### src/rtl/wiper_nv_ctrl.sv
module wiper_nv_ctrl #(
  parameter int DW = 8,
  parameter int AW = 8,
  parameter int BUSY_CYCLES = 5000,
  parameter logic [DW-1:0] NV_INIT = 8'h80
) (
  input  logic          clk,
  input  logic          rst_n,
  input  logic          pwrup,
  input  logic          wp_n,
  input  logic          acc_valid,
  input  logic          acc_write,
  input  logic [AW-1:0] acc_addr,
  input  logic [DW-1:0] acc_wdata,
  output logic [DW-1:0] acc_rdata,
  output logic          acc_nack,
  output logic          busy,
  output logic [DW-1:0] tap_sel
);
  localparam int CW = $clog2(BUSY_CYCLES + 1);

  logic [DW-1:0] wiper_q, nv_q, nv_pend_q;
  logic [CW-1:0] cnt_q;
  logic          recall_q;

  wire blocked = recall_q | pwrup;
  wire hit_wip = (acc_addr == AW'(0));
  wire hit_nv  = (acc_addr == AW'(1));
  wire wr_ok   = acc_valid & acc_write & ~acc_nack;

  assign busy     = (cnt_q != '0);
  assign tap_sel  = wiper_q;
  assign acc_nack = acc_valid & (blocked | (acc_write & (~wp_n | busy)));
  assign acc_rdata = (acc_valid & ~acc_write & ~blocked) ?
                     (hit_wip ? wiper_q : (hit_nv ? nv_q : '0)) : '0;

  always_ff @(posedge clk or negedge rst_n) begin
    if (!rst_n) begin
      recall_q  <= 1'b1;
      wiper_q   <= '0;
      nv_q      <= NV_INIT;
      nv_pend_q <= '0;
      cnt_q     <= '0;
    end else if (pwrup) begin
      recall_q <= 1'b1;
      cnt_q    <= '0;
    end else begin
      recall_q <= 1'b0;
      if (recall_q)
        wiper_q <= nv_q;
      else if (wr_ok && hit_wip)
        wiper_q <= acc_wdata;
      if (wr_ok && hit_nv) begin
        nv_pend_q <= acc_wdata;
        cnt_q     <= CW'(BUSY_CYCLES);
      end else if (busy) begin
        cnt_q <= cnt_q - 1'b1;
        if (cnt_q == CW'(1))
          nv_q <= nv_pend_q;
      end
    end
  end
endmodule


### config.mk
export PLATFORM = sky130hd
export DESIGN_NAME = wiper_nv_ctrl
export DESIGN_NICKNAME = d
export VERILOG_FILES = /design/src/rtl/wiper_nv_ctrl.sv
export SDC_FILE = /design/constraint.sdc
export NUM_CORES = 1
export LEC_CHECK = 0
export ABC_AREA = 0
export BUFFER_PORTS_ARGS = -buffer_cell sky130_fd_sc_hd__buf_2
export CAP_MARGIN = 10
export CORE_ASPECT_RATIO = 1.5
export CORE_MARGIN = 5
export CORE_UTILIZATION = 54
export DETAILED_ROUTE_END_ITERATION = 8
export GPL_ROUTABILITY_DRIVEN = 0
export PLACE_DENSITY_LB_ADDON = 0.15
export SETUP_SLACK_MARGIN = 0.15
export SYNTH_ARGS = -nofsm -noshare
export SYNTH_HDL_FRONTEND = slang
export SYNTH_SLANG_ARGS = --single-unit
### constraint.sdc
create_clock -name clk -period 2.8 [get_ports clk]
set_input_delay 0.56 -clock clk [delete_from_list [all_inputs] [get_ports clk]]
set_output_delay 0.56 -clock clk [all_outputs]
set_load 0.005 [all_outputs]
Yosys cells after proc, flatten, opt, wreduce, memory -nomap -nowiden
Index checks and enable logic that the tools add are counted.

Bits in registers: 38. Bits in read-only memories: 0. Latch bits: 0. Bits of input ports: 22. Memories kept: 0. Bits in writable memories: 0.

Add/subtract/negate cells: 1. Equality and inequality tests: 2. Reductions and logical operators: 9. Shift-type cells: 0. Divide/modulo/power cells: 0. $mul: 0. $lt $le $gt $ge: 0. Bitwise operators: 15. Muxes and demuxes: 9.

Operators with widths (count): $mux W8 (5); $mux W13 (3); $eq A13 B1 Y1 const B (1); $reduce_bool A13 Y1 (1); $sub A13 B1 Y13 const B (1); $eq A8 B1 Y1 const B (1); $logic_not A8 Y1 (1); $and A1 B1 Y1 (6); $not A1 Y1 (6); $reduce_and A2 Y1 (2); $reduce_and A4 Y1 (1); $or A1 B1 Y1 (3); $reduce_bool A3 Y1 (1); $logic_and A1 B1 Y1 (2); $reduce_bool A2 Y1 (1); $mux W1 (1).

Depth between registers and ports, before layout
Word-level depth: 10. Gate-level depth with buffers: 8.

Least setup slack after synthesis
OpenSTA, ideal clock, no wires.

Kind: input -> register. From: input port wp_n. To: register nv_pend_q[2]. Path buffers: 3. Setup slack: 516 ps. Data required time: 2675 ps. Arrival time: 2159 ps. Stages: 7. Library setup time: 125 ps. Path through: nand3_1 or4b_1 buf_2 or3_1 buf_2 buf_6 mux2_4.

Longest elaborated chain between the ends: 9.

Ends and longest elaborated chain: from (decl) (RTL line 10) `input logic wp_n,`; $not A1 Y1 (RTL line 33) `assign acc_nack = acc_valid & (blocked | (acc_write & (~wp_n | busy)));`; $or A1 B1 Y1 (RTL line 33); $and A1 B1 Y1 (RTL line 33); $or A1 B1 Y1 (RTL line 33); $and A1 B1 Y1 (RTL line 33); $not A1 Y1 (RTL line 29) `wire wr_ok = acc_valid & acc_write & ~acc_nack;`; $and A1 B1 Y1 (RTL line 29); $logic_and A1 B1 Y1 (RTL line 53) `if (wr_ok && hit_nv) begin`; $reduce_and A2 Y1 (no source line); to (signal assigned) (RTL line 54) `nv_pend_q <= acc_wdata;`; to (decl) (RTL line 22) `logic [DW-1:0] wiper_q, nv_q, nv_pend_q;`.

No other way between the ends. A chain may end at the register's enable or synchronous reset.

Final worst setup path
From: input port acc_addr[5]. To: output port acc_rdata[7].

Longest elaborated chain between the ends: 4. Elaborated cells between the ends (all ways): 5.

Ends and longest elaborated chain: from (decl) (RTL line 13) `input logic [AW-1:0] acc_addr,`; $eq A8 B1 Y1 (RTL line 28) `wire hit_nv = (acc_addr == AW'(1));`; $mux W8 (RTL line 35) `(hit_wip ? wiper_q : (hit_nv ? nv_q : '0)) : '0;`; $mux W8 * (RTL line 35); $mux W8 * (RTL line 34) `assign acc_rdata = (acc_valid & ~acc_write & ~blocked) ?`; to (decl) (RTL line 15) `output logic [DW-1:0] acc_rdata,`.

Mark *: on every way between the ends. The rest lies on a longest branch, timed or not.

==> flow_summary.yaml <==
die:
  die_x_um: 59.4
  num_rows: 27
  core_um2: 3610
  io_pins: 40
  die_height_um: 84.2
  start_util: 0.548
  die_area_um2: 5000
cells_and_area:
  insertedDiodeCount: 0
  post-route-util: 0.640
  syn_to_final_growth_pct: 16.8
  fin_nets: 252
  drive_above_1_share: 0.276
  nFillCells: 295
critical_path:
  reg2reg_depth: 4
  critical_path.top_delay_family: "simple AND/OR/NAND/NOR gates"
  worstPathArrival_ns: 1.94
  r2r-end: "nv_q[3]$_DFFE_PN0P_"
  r2r_slack_ns: 0.43
  critPathCaptureType: "output port"
  crit_top_cell: "buf_2"
  crit_type: "in -> out"
  path_buf_inv: 2
  reg2reg_from: "cnt_q[9]$_DFFE_PN0P_"
  slowest_delay_ns: 0.46
  crit_path_top_delay_cell: "nor4_1"
  cp_data_required_time_ns: 2.24
  cp_cell_sequence: "buf_2, nor4_1, and3_1, a22oi_1, nor2_1, buf_2"
  cp_max_fo: 8
  startpoint_type: "input pin"
synth:
  synthesis.nets: 211
  ys_types: 41
  synth-seq-cells: 38
  yosysTopAreaCell: "dfrtp_1"
  seq_area_frac_synth: 0.482
  ys.flop_type: "dfrtp_1"
  synth_enable_flop_cells: 0
  yosysWarnings: 0
  synthArstFlopShare: 1.00
  synth.most_common_cell: "dfrtp_1"
  synthTopCellsByCount: "dfrtp_1, nor2_1, mux2_1, nor4_1"
  syn_area_per_cell_um2: 10.6
  synth_top_area_frac: 0.455
  synth_area_um2: 1980
  synthCells: 186
  synthTopCellsByArea: "dfrtp_1, nor2_1, mux2_1, mux2_4, nor4_1"
sta:
  slew_headroom: 0.448
  finalClockSkew_ns: 0.00889
  period_share: 0.892
  fmax_mhz: 400
  period_needed_ns: 2.50
  hold_viol: 0
  timing.hold.ws_ns: 0.362
  final_max_slew_viol_count: 0
  tightest_slew_ns: 0.828
  rsz0062_at_grt: "false"
  setup_viol: 0
  setup-tns-final_ns: 0
route:
  routedWlPerCell_um: 17.4
  postRouteAntennaNets: 0
  vias_per_cell: 6.04
  dr.pass1.iters: 4
  vias: 1636
  drcViolationCount: 0
  dr.first_iter.drc_count: 73
  wl_mm: 4.72
clock_tree:
  cts_resized: 0
  clock_latency_ns: 0.29
  cts.sinks: 38
  cts_hold_buf: 0
  cts_tree: "done"
  clockBufferDepth: 2
  htreeDepth: 2
  clock-root-buffer: "clkbuf_8"
  clk_pin_slew_ns: 0.08
  post-cts-setup-buffer-count: 0
  cts_buffers: 5
global_routing:
  overflow: 0
  antenna_found_initial: 0
  grt_usage: 0.208
  grt_pass1_wl_mm: 7.99
  grt_pass1_vias: 1665
  grt_max_degree: 39
hold_path:
  hold_class: "in -> async"
power:
  ir_drop_uv: 730
  leakage_nw: 1.10
  p_per_area_nw_per_um2: 816
  finalPower_w: 0.00189
place:
  port_buffers: 39
  dp_hpwl_mm: 3.53
run:
  cap_violations: 0
outcome:
  status: "finished clean"
## where the power goes
| group | switching, W | total [W] | leakage, nW | internal [W] |
|---|---|---|---|---|
| clock | 0.000192 | 0.000390 | 0.0472 | 0.000198 |
| sequential | 0.000122 | 0.000763 | 0.500 | 0.000641 |
| combinational | 0.000408 | 0.000733 | 0.551 | 0.000325 |
| total | 0.000722 | 0.00189 | 1.10 | 0.00116 |
## flip-flops by register name, summed over array words and instances (netlist names)
name,flops
tap_sel,8
nv_pend_q,8
cnt_q,13
nv_q,8
recall_q,1
## kinds of logic (layout without fill, tap and decap cells)
kind of cell | Yosys count | count (layout) | synth area share
muxes | 17 | 17 | 0.106
xor gates and xnor gates | 9 | 9 | 0.0398
and+or+nand+nor | 79 | 79 | 0.228
DFF | 38 | 38 | 0.482
AOI/OAI and AO/OA | 28 | 28 | 0.0980
buffers and inverters | 12 | 54 | 0.0284
adders and majority gates | 3 | 3 | 0.0190
## layout make-up
| cell class | count | area (um^2) | share of cell area |
|---|---|---|---|
| well taps | 43 | 53.8 | 0.0233 |
| inverters | 2 | 7.51 | 0.00325 |
| clock buffers | 6 | 82.6 | 0.0357 |
| repair buffers | 44 | 233 | 0.101 |
| multi-input cells | 136 | 970 | 0.419 |
| flip-flops and latches | 38 | 953 | 0.412 |
| clock inverters | 2 | 12.5 | 0.00541 |
## layer usage
| metal | global-route usage | share of wire |
|---|---|---|
| met5 | 0 | 0 |
| met4 | 0.0866 | 0.016 |
| met3 | 0.0431 | 0.060 |
| met2 | 0.357 | 0.55 |
| met1 | 0.242 | 0.38 |
## per-stage QoR
| step | setup WS [ns] | area, um^2 | cells |
|---|---|---|---|
| after floorplan | 0.516 | 1980 | 186 |
| after global placement | 0.338 | 2220 | 263 |
| after detailed placement | 0.302 | 2220 | 263 |
| after CTS | 0.296 | 2310 | 271 |
| after global routing | 0.237 | 2310 | 271 |
| final | 0.301 | 2310 | 271 |
## how the worst max path moves through the flow
| stage | start | depth (start not counted) | endpoint | slack [ns] |
|---|---|---|---|---|
| 3_5_place_dp | acc_addr[5] | 6 | acc_rdata[7] | 0.30 |
| 4_1_cts | acc_addr[5] | 6 | acc_rdata[7] | 0.30 |
| 2_1_floorplan | wp_n | 7 | nv_pend_q[2]$_DFFE_PN0P_ | 0.52 |
| 5_1_grt | acc_addr[5] | 6 | acc_rdata[2] | 0.24 |
| 3_3_place_gp | acc_addr[5] | 6 | acc_rdata[5] | 0.34 |
| 6_report | acc_addr[5] | 6 | acc_rdata[7] | 0.30 |
## layout by cell type (no fill, tap or decap), types with 6 or more instances in the layout
cell type	instances
xor2_1	6
a211oi_1	8
nor2_1	33
mux2_1	11
clkbuf_8	6
buf_2	39
nor4_1	11
dfrtp_1	36
a22oi_1	8
Power figures use the tool's default switching activity.
